==> src/rtl/codec_pc_pkg.sv <==
package codec_pc_pkg;

  typedef enum logic [1:0] {
    LB_OFF = 2'd0,
    LB_DD  = 2'd1,
    LB_DAD = 2'd2
  } lb_path_e;

endpackage

==> src/rtl/codec_ctl_regs.sv <==
module codec_ctl_regs
  import codec_pc_pkg::*;
#(
  parameter int NREG       = 4,
  parameter int DATA_W     = 8,
  parameter int ADDR_W     = 2,
  parameter int LB_ADDR    = 3,
  parameter int LB_EN_BIT  = 1,
  parameter int LB_DAD_BIT = 0,
  parameter logic [NREG*DATA_W-1:0] RST_WORD = '0
) (
  input  logic                   clk,
  input  logic                   rst,
  input  logic                   clr_i,
  input  logic                   wr_ok_i,
  input  logic [ADDR_W-1:0]      wr_addr_i,
  input  logic [DATA_W-1:0]      wr_data_i,
  output logic [NREG*DATA_W-1:0] word_o,
  output lb_path_e               path_o
);

  logic [DATA_W-1:0] regs_q [NREG];

  // one register per slot; clear has priority over a write
  for (genvar g = 0; g < NREG; g++) begin : g_reg
    always_ff @(posedge clk) begin
      if (rst || clr_i) begin
        regs_q[g] <= RST_WORD[g*DATA_W +: DATA_W];
      end else if (wr_ok_i && (int'(wr_addr_i) == g)) begin
        regs_q[g] <= wr_data_i;
      end
    end
    assign word_o[g*DATA_W +: DATA_W] = regs_q[g];
  end

  logic lb_en, lb_dad;
  assign lb_en  = regs_q[LB_ADDR][LB_EN_BIT];
  assign lb_dad = regs_q[LB_ADDR][LB_DAD_BIT];

  always_comb begin
    if (!lb_en)     path_o = LB_OFF;
    else if (lb_dad) path_o = LB_DAD;
    else            path_o = LB_DD;
  end


  clear_restores_chk: assert property (@(posedge clk) disable iff (rst)
    clr_i |=> (word_o == RST_WORD));

endmodule

==> src/rtl/codec_settle_timer.sv <==
module codec_settle_timer #(
  parameter int SETTLE_CYC = 5_000_000
) (
  input  logic clk,
  input  logic rst,
  input  logic pwrdn_i,
  output logic settled_o
);

  localparam int CW = $clog2(SETTLE_CYC + 1);
  localparam logic [CW-1:0] LIMIT = CW'(SETTLE_CYC);

  logic [CW-1:0] cnt_q;

  always_ff @(posedge clk) begin
    if (rst || pwrdn_i) begin
      cnt_q <= '0;
    end else if (cnt_q != LIMIT) begin
      cnt_q <= cnt_q + 1'b1;
    end
  end

  assign settled_o = (cnt_q == LIMIT);


  settle_sticky_chk: assert property (@(posedge clk) disable iff (rst)
    (settled_o && !pwrdn_i) |=> settled_o);


  settle_reset_chk: assert property (@(posedge clk) disable iff (rst)
    pwrdn_i |=> !settled_o);

endmodule

==> src/rtl/codec_cal_seq.sv <==
module codec_cal_seq #(
  parameter int CAL_CYC = 64
) (
  input  logic clk,
  input  logic rst,
  input  logic pwrdn_i,
  input  logic settled_i,
  input  logic req_i,
  output logic cal_start_o,
  output logic cal_busy_o
);

  localparam int BW = $clog2(CAL_CYC + 1);
  localparam logic [BW-1:0] LOAD = BW'(CAL_CYC);

  logic [BW-1:0] busy_q;
  logic          pend_q;
  logic          fire;

  assign fire = pend_q && settled_i && (busy_q == '0) && !pwrdn_i;

  always_ff @(posedge clk) begin
    if (rst || pwrdn_i) begin
      busy_q      <= '0;
      pend_q      <= 1'b0;
      cal_start_o <= 1'b0;
    end else begin
      cal_start_o <= fire;
      pend_q      <= (pend_q && !fire) || req_i;
      if (fire)              busy_q <= LOAD;
      else if (busy_q != '0) busy_q <= busy_q - 1'b1;
    end
  end

  assign cal_busy_o = (busy_q != '0);


  start_after_settle_chk: assert property (@(posedge clk) disable iff (rst)
    cal_start_o |-> $past(settled_i));


  start_single_chk: assert property (@(posedge clk) disable iff (rst)
    cal_start_o |=> !cal_start_o);


  start_busy_chk: assert property (@(posedge clk) disable iff (rst)
    cal_start_o |-> cal_busy_o);


  pd_abort_chk: assert property (@(posedge clk) disable iff (rst)
    pwrdn_i |=> (!cal_busy_o && !cal_start_o));

endmodule

==> src/rtl/codec_pwr_ctl.sv <==
module codec_pwr_ctl
  import codec_pc_pkg::*;
#(
  parameter int NREG       = 4,
  parameter int DATA_W     = 8,
  parameter int ADDR_W     = 2,
  parameter int LB_ADDR    = 3,
  parameter int LB_EN_BIT  = 1,
  parameter int LB_DAD_BIT = 0,
  parameter int SETTLE_CYC = 5_000_000,
  parameter int CAL_CYC    = 64,
  parameter logic [NREG*DATA_W-1:0] RST_WORD = '0
) (
  input  logic                   clk,
  input  logic                   rst,
  input  logic                   pwrdn_i,
  input  logic                   chip_rst_n,
  input  logic                   wr_en,
  input  logic [ADDR_W-1:0]      wr_addr,
  input  logic [DATA_W-1:0]      wr_data,
  input  logic                   ts_in,
  output logic                   ts_out,
  output logic                   ref_en,
  output logic                   cal_start,
  output logic                   cal_busy,
  output logic                   dd_sel,
  output logic                   dad_sel,
  output logic [NREG*DATA_W-1:0] ctrl_word
);

  logic     crn_q, ts_q;
  logic     wr_ok, rst_rise, cal_req, reg_clr, settled;
  lb_path_e path;

  always_ff @(posedge clk) begin
    if (rst) begin
      crn_q  <= 1'b1;
      ts_q   <= 1'b0;
      ref_en <= 1'b0;
    end else begin
      crn_q  <= chip_rst_n;
      ts_q   <= ts_in;
      ref_en <= !pwrdn_i;
    end
  end

  assign wr_ok    = wr_en && !pwrdn_i && chip_rst_n;
  assign rst_rise = chip_rst_n && !crn_q && !pwrdn_i;
  assign cal_req  = wr_ok || rst_rise;
  assign reg_clr  = pwrdn_i || !chip_rst_n;

  // transparent chain while powered down
  assign ts_out = pwrdn_i ? ts_in : ts_q;

  codec_ctl_regs #(
    .NREG(NREG), .DATA_W(DATA_W), .ADDR_W(ADDR_W), .LB_ADDR(LB_ADDR),
    .LB_EN_BIT(LB_EN_BIT), .LB_DAD_BIT(LB_DAD_BIT), .RST_WORD(RST_WORD)
  ) u_regs (
    .clk(clk), .rst(rst), .clr_i(reg_clr), .wr_ok_i(wr_ok),
    .wr_addr_i(wr_addr), .wr_data_i(wr_data),
    .word_o(ctrl_word), .path_o(path)
  );

  codec_settle_timer #(.SETTLE_CYC(SETTLE_CYC)) u_settle (
    .clk(clk), .rst(rst), .pwrdn_i(pwrdn_i), .settled_o(settled)
  );

  codec_cal_seq #(.CAL_CYC(CAL_CYC)) u_cal (
    .clk(clk), .rst(rst), .pwrdn_i(pwrdn_i), .settled_i(settled),
    .req_i(cal_req), .cal_start_o(cal_start), .cal_busy_o(cal_busy)
  );

  assign dd_sel  = (path == LB_DD);
  assign dad_sel = (path == LB_DAD);


  ref_off_chk: assert property (@(posedge clk) disable iff (rst)
    pwrdn_i |=> !ref_en);


  path_excl_chk: assert property (@(posedge clk) disable iff (rst)
    !(dd_sel && dad_sel));


  pd_loop_off_chk: assert property (@(posedge clk) disable iff (rst)
    pwrdn_i |=> (!dd_sel && !dad_sel));

endmodule

==> config.mk <==
export PLATFORM = sky130hd
export DESIGN_NAME = codec_pwr_ctl
export DESIGN_NICKNAME = d
export VERILOG_FILES = /design/src/rtl/codec_pc_pkg.sv /design/src/rtl/codec_ctl_regs.sv /design/src/rtl/codec_settle_timer.sv /design/src/rtl/codec_cal_seq.sv /design/src/rtl/codec_pwr_ctl.sv
export SDC_FILE = /design/constraint.sdc
export NUM_CORES = 1
export LEC_CHECK = 0
export ABC_CLOCK_PERIOD_IN_PS = 3610
export BUFFER_PORTS_ARGS = -buffer_cell sky130_fd_sc_hd__buf_4
export CAP_MARGIN = 20
export CORE_MARGIN = 2
export CORE_UTILIZATION = 40
export DETAILED_ROUTE_END_ITERATION = 8
export MAX_ROUTING_LAYER = met4
export PLACE_DENSITY_LB_ADDON = 0.08
export SLEW_MARGIN = 10
export SYNTH_ARGS = -nofsm -noshare
export SYNTH_HDL_FRONTEND = slang
export SYNTH_SLANG_ARGS = --single-unit
==> constraint.sdc <==
create_clock -name clk -period 3.61 [get_ports clk]
set_input_delay 0.361 -clock clk [delete_from_list [all_inputs] [get_ports clk]]
set_output_delay 0.361 -clock clk [all_outputs]
set_load 0.05 [all_outputs]
==> impl_metrics.ini, run 1 <==
[power_and_ir_drop]
p_leak_nw = 1.45
ir_drop_mv = 0.470
finalPower_mw = 1.95
p_per_area_nw_per_um2 = 543

[min_path]
hold_end = ts_q
hold_path.class = in2reg
holdPathStages = 2
hold_start = rst

[final_layout]
diodes = 0
drive_above_1_share_pct = 22.9
multi_input_area_um2 = 1160
seqCellArea_um2 = 1660
layout.cells.non_filler = 426
fin_nets = 341
syn_to_final_growth_pct = 22.4
nFillCells = 665

[critical_path]
reg2reg_depth = 4
rrSetupSlack_ns = 1.73
worst-path-max-fanout = 4
crit_top_cell = inv_1
cp_data_arrival_time_ns = 1.84
crit_path_top_delay_cell = or3b_1
cp-end-kind = primary output
r2r_start = u_settle.cnt_q[2]
path_cells = inv_1 > ha_1 > or3b_1 > nor4_1 > inv_1 > buf_4
worstSetupPathType = reg2out
start_kind = register
max_stage_delay_ns = 0.40
rr_endpoint = u_settle.cnt_q[22]
critical_path_required_ns = 3.25
cp-startpoint = u_cal.busy_q[0]

[placed_design]
post-dp-hpwl_um = 4340
finalWeightedCongestion = 0.686
post-place-ws_ns = 1.21
placedCellCount = 409
port_buffers = 53

[timing]
tns_ns = 0
fin_crit_sh_pct = 60.9
whs_ns = 0.211
worst_pin_slew_ns = 0.934
rsz0062_at_grt = false
relSlewSlack_pct = 37.2
max_freq_mhz = 455
finalHoldViolCount = 0
maxSlewViolCount = 0
fin_ws_ns = 1.41
setup_violations = 0
fin_crit_ns = 2.20
fin_skew_ns = 0.00710

[logic_synthesis]
synth_nets = 288
synth_edf_count = 32
async_flop_share_pct = 0
synth_ff_type = dfxtp_1
syn-cell-area_um2 = 2930
synth.largest_area_cell = edfxtp_1
synthCells = 269
yosys_warnings = 0
yosysSeqAreaShare_pct = 56.8
synth_top_area_share_pct = 32.8
ys_seq_elements = 67
avgSynthCellArea_um2 = 10.9
ys_types = 45
ys_top_cells_by_area = edfxtp_1 33%, dfxtp_1 24%, and2_1 8.1%

[clock_tree]
htree_levels = 3
cts_buffers = 9
clkTransAtPathRegs_ns = 0.06
cts_setup_buffers = 0
post_cts_resized = 0
cts_root_buf = clkbuf_8
clkLatencyLatePin_ns = 0.33
cts_tree = built
cts.sinks = 67
clock_path_buffers = 2
postCtsHoldBufs = 0

[drt]
via_per_inst = 5.07
routed_wl_um = 6060
drtAntennaViolNets = 0
first_iter_violations = 104
first_pass_iters = 4
wl_per_cell_um = 14.2
drc = 0
vias = 2159

[grt]
antenna_found_initial = 0
grt_max_degree = 33
grt_use_total_pct = 16.3
gr-total-overflow = 0
grt_pass1_wl_um = 9490
grt_pass1_vias = 1946

[floorplan]
die_width_um = 89.6
dieArea_um2 = 8020
die_y_um = 89.6
core_area_um2 = 7180
start_util_pct = 40.8
boundaryPins = 54
rows = 31

[run]
maxCapViolations = 0

[status]
outcome = completed
## metrics by stage
step,util (%),area (µm²)
finish,50.0,3580
global route,50.0,3580
CTS,49.8,3570
floorplan,-,2930
detailed placement,47.2,3380
global placement,47.2,3380
## power by group
group          switching [mW]  total (mW)  internal (mW)
clock network           0.265       0.600          0.336
registers              0.0324       0.874          0.841
logic                   0.298       0.472          0.174
total                   0.595        1.95           1.35
## critical path: cells and delay by family (launching register included)
kind,cells,cell delay (ns)
and+or+nand+nor,2,0.67
buffers and inverters,3,0.34
DFF,1,0.33
adders and majority gates,1,0.17
## registers in the layout, summed over array words and instances, names as in the netlist
signal	cells
crn_q	1
ref_en	1
ts_q	1
u_cal.busy_q	7
u_cal.cal_start_o	1
u_cal.pend_q	1
u_regs.regs_q	32
u_settle.cnt_q	23
## how the worst max path moves through the flow
| stage | endpoint | depth (start not counted) | slack, ns |
|---|---|---|---|
| finish | cal_busy | 6 | 1.41 |
| detailed placement | u_regs.regs_q[2][4] | 4 | 1.21 |
| global route | cal_busy | 6 | 1.29 |
| floorplan | u_regs.regs_q[0][0] | 6 | 1.53 |
| global placement | u_regs.regs_q[0][0] | 4 | 1.26 |
| CTS | cal_busy | 6 | 1.38 |
## final cells by class
class	instances	share of cell area [%]
sequential	67	46.4
multi-input combinational	178	32.4
timing repair buffer	55	11.4
clock buffer	13	4.15
tap	99	3.46
inverter	11	1.15
clock inverter	3	1.08
## logic make-up (layout without fill, tap and decap cells)
group	Yosys count	after routing	share of synthesized area, %
compound gates	24	24	5.47
fa+ha+maj	3	3	1.28
buf+inv	24	82	3.89
simple gates	134	134	27.4
mux	2	2	0.726
xor+xnor	15	15	4.49
flops	67	67	56.8
## cell usage after synthesis, types with 2 or more instances
library cell and number:
and4_1 4, o311ai_0 2, and2_1 38, or3_1 5, nand2_1 13, nor2_1 16
buf_1 2, edfxtp_1 32, dfxtp_1 35, or2_2 2, o21ai_0 5, nor4bb_1 2
xor2_1 12, nand3_4 2, buf_2 4, nand3b_1 2, and3_1 6, xnor2_1 3
nor2b_1 2, clkbuf_1 3, o31ai_1 4, a21oi_1 5, nand4_1 9, ha_1 3
nor4_1 7, or4_1 5, o211ai_1 2, buf_4 3, inv_1 11, nor3_1 6
nand3_1 10
## routing by layer
metal / global-route usage, % / up-vias / routed length [µm]
li1: - / 1071 / -
met1: 20.2 / 1027 / 2710
met2: 25.8 / 54 / 2960
met3: 3.23 / 7 / 303
met4: 7.33 / 0 / 83
met5: - / - / 0
## layout by cell type, fill, tap and decap left out, drive strengths merged, types with 2 or more instances in the layout
cell type / n
nor4bb: 2
inv: 11
nand3b: 2
nand4: 9
and2: 38
and3: 7
and4: 4
or2: 2
xnor2: 3
nor4: 7
xor2: 12
or3: 5
o31ai: 4
dfxtp: 35
o211ai: 2
nand3: 12
clkinv: 2
a21oi: 5
edfxtp: 32
o21ai: 6
ha: 3
nand2: 13
nor2: 16
nor3: 6
nor2b: 2
o311ai: 2
buf: 54
or4: 5
clkbuf: 14
Power figures use the tool's default switching activity.
==> inputs of run 2 (changes only) <==
- ABC_CLOCK_PERIOD_IN_PS: 3610 -> 1850
- clock period: 3.61 -> 1.85 ns (I/O delays scaled with it)
==> run 2 against run 1 <==
The flow now finishes with violations (negative setup slack). Global-route usage is 0.65 points higher. Final area increased by 5.8%. Critical path depth up 1. Sequential share of layout area down 2.5 points. Clock skew increased by 0.00065 ns. Count of clock-buffer cells in the layout grew 2. Clock power grew 93%. Setup slack worse by 1.5 ns. Cell count grew 4.9%. First-iteration DRC count fell by 15%. Critical path type unchanged.
==> impl_metrics.ini, run 2 (same netlist as run 1, synthesis figures left out) <==
[clock_tree]
htree_levels = 3
clkLatencyLatePin_ns = 0.33
clock_path_buffers = 2
cts_root_buf = clkbuf_8
postCtsHoldBufs = 0
clkTransAtPathRegs_ns = 0.07
cts.sinks = 67
cts_tree = built
cts_buffers = 9

[final_layout]
largest_reg_flops = 32
diodes = 0
layout.cells.most_common = buf_4
reg_top3 = u_regs.regs_q (32), u_settle.cnt_q (23), u_cal.busy_q (7)
drive_above_1_share_pct = 30.7
fin_nets = 362
final_cell_area_um2 = 3790
nFillCells = 653
regMostFlops = u_regs.regs_q
final_cell_mix = 74 x buf_4, 38 x and2_1, 33 x dfxtp_1
syn_to_final_growth_pct = 29.5

[timing]
max_freq_mhz = 521
maxSlewViolCount = 0
fin_ws_ns = -0.0706
relSlewSlack_pct = 58.4
whs_ns = 0.0324
fin_crit_sh_pct = 104
fin_skew_ns = 0.00775
setup_violations = 2
rsz0062_at_grt = true
fin_crit_ns = 1.92
worst_pin_slew_ns = 0.615
finalHoldViolCount = 0

[floorplan]
rows = 31
start_util_pct = 40.8
boundaryPins = 54
die_y_um = 89.6
dieArea_um2 = 8020
core_area_um2 = 7180
die_width_um = 89.6

[critical_path]
crit_path_top_delay_cell = or3b_4
worst-path-max-fanout = 4
cp_data_arrival_time_ns = 1.74
rr_endpoint = u_cal.busy_q[6]
critical_path_required_ns = 1.66
cp-startpoint = u_cal.busy_q[0]
worstSetupPathType = reg2out
cp-end-kind = primary output
crit_top_cell = inv_2
crit_family = simple AND/OR/NAND/NOR gates
r2r_start = u_cal.busy_q[0]
max_stage_delay_ns = 0.40
reg2reg_depth = 7
start_kind = register
critPathBufInv = 4
rrSetupSlack_ns = -0.01
path_cells = inv_2 > ha_4 > or3b_4 > nor4_4 > buf_4 > inv_2 > buf_6

[power_and_ir_drop]
p_sw_share_pct = 30.9
p_leak_nw = 1.56
p_per_area_nw_per_um2 = 1110
p_sw_mw = 1.30
p_comb_share_pct = 31.4
pwr-share-seq_pct = 41.1
pwr-share-clk_pct = 27.6
finalPower_mw = 4.19
intPower_mw = 2.90
ir_drop_mv = 1.30

[grt]
gr-total-overflow = 0
grt_pass1_wl_um = 9930
antenna_found_initial = 0
grt_pass1_vias = 2087
grt_use_total_pct = 17.0
grt_max_degree = 29

[min_path]
holdPathStages = 2
hold_start = rst
hold_path.class = in2reg
hold_end = ts_q

[placed_design]
finalWeightedCongestion = 0.730
post-dp-hpwl_um = 4460
placed_cell_area_um2 = 3500
post-place-ws_ns = 0.0255
port_buffers = 53

[run]
maxCapViolations = 0

[drt]
first_iter_violations = 88
wl_per_cell_um = 14.2
vias = 2229
first_pass_iters = 4
drc = 0
via_per_inst = 4.99
routed_wl_um = 6370
drtAntennaViolNets = 0

[status]
outcome = finished with violations
violations = negative setup slack
## run 2: how the worst max path moves through the flow
stage | to | slack (ns) | cells past startpoint
2_1_floorplan | u_regs.regs_q[0][0] | -0.05 | 6
3_3_place_gp | cal_busy | 0.07 | 7
3_5_place_dp | cal_busy | 0.03 | 7
4_1_cts | cal_busy | -0.19 | 7
5_1_grt | cal_busy | -0.15 | 7
6_report | cal_busy | -0.07 | 7
## run 2: per-layer routing
metal,global-route usage (%),share of wire [%],vias up
li1,-,-,1112
met1,20.5,43,1054
met2,27.7,50,51
met3,3.14,4.6,12
met4,7.33,1.9,0
met5,-,0,-
## run 2: worst register-to-register path: stages, from the launching register on
cell	delay (ns)
dfxtp_2	0.33
inv_2	0.06
ha_4	0.12
or3b_4	0.40
buf_4	0.15
or3_1	0.34
and2_1	0.17
o21a_1	0.18
## run 2: final cells by class
type                    count  area [µm²]  share of cell area, %
well taps                  99         124                   3.27
clock buffers              15         186                   4.92
inverters                  11        41.3                   1.09
flip-flops and latches     67        1660                   43.9
repair buffers             76         572                   15.1
multi-input cells         178        1200                   31.6
clock inverters             1        7.51                  0.198
## run 2: power by group through the flow
stage,clock [mW],combinational [mW],sequential (mW)
final,1.16,1.31,1.72
after global routing,1.27,1.42,1.73
after CTS,1.19,1.29,1.72
after detailed placement,0,0.974,1.74
after global placement,0,0.968,1.74
after floorplan,0,0.569,1.83
## run 2: per-stage QoR
step | cells | util, % | TNS (ns)
after global placement | 424 | 48.7 | 0
after CTS | 445 | 52.5 | -0.190
final | 447 | 52.8 | -0.0829
after global routing | 447 | 52.8 | -0.238
after floorplan | 269 | - | -0.814
after detailed placement | 424 | 48.7 | 0
## run 2: timing repair
action                     CTS  global route
setup endpoints to repair    1             5
pin swaps                    3             1
gates resized for setup     11             2
buffers inserted             5             2
==> inputs of run 3 (changes only) <==
- CORE_UTILIZATION: 40 -> 49
==> run 3 against run 2 <==
The run still ends with negative setup slack left. Count of clock-buffer cells in the layout is 4 lower. Via count is 0.36% lower. Sequential cell count stayed put. Sequential share of layout area is 0.35 points higher. Maximum frequency is 2.7% higher. Critical path depth stayed put. Clock power is 15% higher. Die area is 18% lower. Setup slack better by 0.051 ns. Register-to-register slack hardly changed. Wire length is 6.0% lower. Total power is 2.4% higher. Largest cell class unchanged.
==> impl_metrics.ini, run 3 (same netlist as run 1, synthesis figures left out) <==
[timing]
fin_crit_ns = 1.87
relSlewSlack_pct = 51.0
finalHoldViolCount = 0
rsz0062_at_grt = true
setup_violations = 1
max_freq_mhz = 535
fin_crit_sh_pct = 101
maxSlewViolCount = 0
worst_pin_slew_ns = 0.734
fin_ws_ns = -0.0197
whs_ns = 0.0266
fin_skew_ns = 0.00811

[min_path]
holdPathStages = 2
hold_path.class = in2reg

[final_layout]
fin_nets = 357
largest_reg_flops = 32
diodes = 0
reg_top3 = u_regs.regs_q (32), u_settle.cnt_q (23), u_cal.busy_q (7)
drive_above_1_share_pct = 30.6
regMostFlops = u_regs.regs_q
final_cell_mix = 69 x buf_4, 38 x and2_1, 33 x dfxtp_1
syn_to_final_growth_pct = 28.5
layout.cells.most_common = buf_4

[floorplan]
core_area_um2 = 5850
rows = 28
die_y_um = 81.3
start_util_pct = 50.0
boundaryPins = 54
die_width_um = 81.3
dieArea_um2 = 6610

[critical_path]
crit_top_cell = inv_2
cp_data_arrival_time_ns = 1.68
crit_path_top_delay_cell = or3b_4
path_cells = inv_2 > ha_4 > or3b_4 > nor4_4 > buf_4 > inv_2 > buf_8
critPathBufInv = 4
worstSetupPathType = reg2out
critical_path_required_ns = 1.66
cp-end-kind = primary output
crit_cells = 7
reg2reg_depth = 7
start_kind = register
worst-path-max-fanout = 2
crit_family = simple AND/OR/NAND/NOR gates
max_stage_delay_ns = 0.40

[power_and_ir_drop]
pwr-share-seq_pct = 40.0
p_comb_share_pct = 29.1
p_leak_nw = 1.55
p_sw_share_pct = 29.9
intPower_mw = 3.01
pwr-share-clk_pct = 30.9
ir_drop_mv = 1.44
p_per_area_nw_per_um2 = 1140
p_sw_mw = 1.29

[grt]
grt_pass1_wl_um = 9320
grt_max_degree = 29
antenna_found_initial = 0
grt_pass1_vias = 1985
grt_use_total_pct = 19.7
gr-total-overflow = 0

[run]
maxCapViolations = 0

[clock_tree]
postCtsHoldBufs = 0
clkTransAtPathRegs_ns = 0.07
htree_levels = 3
cts_root_buf = clkbuf_8
cts.sinks = 67
cts_buffers = 9
clock_path_buffers = 2
cts_tree = built
clkLatencyLatePin_ns = 0.34

[drt]
routed_wl_um = 5980
vias = 2221
via_per_inst = 5.31
first_pass_iters = 4
wl_per_cell_um = 14.3
drc = 0
first_iter_violations = 113
drtAntennaViolNets = 0

[status]
outcome = finished with violations
violations = negative setup slack

[placed_design]
post-dp-hpwl_um = 4210
port_buffers = 53
finalWeightedCongestion = 0.832
post-place-ws_ns = 0.0765
[run 3: what timing repair did]
| action | CTS | global route |
|---|---|---|
| pin swaps | 2 | 3 |
| resized for setup | 8 | 8 |
| endpoints found under the hold margin | 0 | 0 |
| setup endpoints to repair | 1 | 5 |
| setup buffers | 5 | 1 |
[run 3: final timing paths]
| kind | startpoint | to | slack [ns] |
|---|---|---|---|
| max | u_cal.busy_q[0] | cal_busy | -0.02 |
| min | rst | ts_q | 0.03 |
| max reg2reg | u_cal.busy_q[0] | u_cal.busy_q[6] | 0 |
| min reg2reg | u_settle.cnt_q[19] | u_settle.cnt_q[19] | 0.49 |
[run 3: power by group through the flow]
stage | clock [mW] | sequential, mW | combinational [mW]
floorplan | 0 | 1.83 | 0.569
CTS | 1.36 | 1.71 | 1.14
global placement | 0 | 1.73 | 0.912
finish | 1.33 | 1.72 | 1.25
detailed placement | 0 | 1.74 | 0.922
global route | 1.42 | 1.73 | 1.35
[run 3: worst reg2reg max path, delay by kind of cell (launching register included)]
kind	cells	cell delay, ns
buffers and inverters	2	0.21
adder cells (fa/ha/maj)	1	0.12
flip-flops	1	0.33
AND/OR/NAND/NOR	3	0.91
AO/OA/AOI/OAI	1	0.17
[run 3: area by class of cell]
type / count / area, µm²
clock buffers: 11 / 141
clock inverters: 5 / 76.3
fillers: 497 / 2090
inverters: 11 / 41.3
multi-input cells: 178 / 1210
flip-flops and latches: 67 / 1660
well taps: 75 / 93.8
repair buffers: 71 / 538
[run 3: per-stage QoR]
| step | power (mW) | util (%) | setup TNS (ns) | cells | cell area [µm²] |
|---|---|---|---|---|---|
| detailed placement | 2.66 | 58.7 | 0 | 396 | 3430 |
| CTS | 4.21 | 63.4 | -0.145 | 417 | 3710 |
| finish | 4.29 | 64.3 | -0.0197 | 418 | 3760 |
| global placement | 2.64 | 58.6 | 0 | 395 | 3430 |
| floorplan | 2.40 | - | -0.814 | 269 | 2930 |
| global route | 4.50 | 64.3 | -0.183 | 418 | 3760 |
[run 3: per-layer routing]
layer | vias up | GRT usage [%] | wire (µm) | part of all wire (%)
li1 | 1101 | - | - | -
met1 | 1036 | 23.2 | 2540 | 42
met2 | 68 | 31.6 | 2990 | 50
met3 | 16 | 3.89 | 311 | 5.2
met4 | 0 | 10.8 | 140 | 2.3
met5 | - | - | 0 | 0
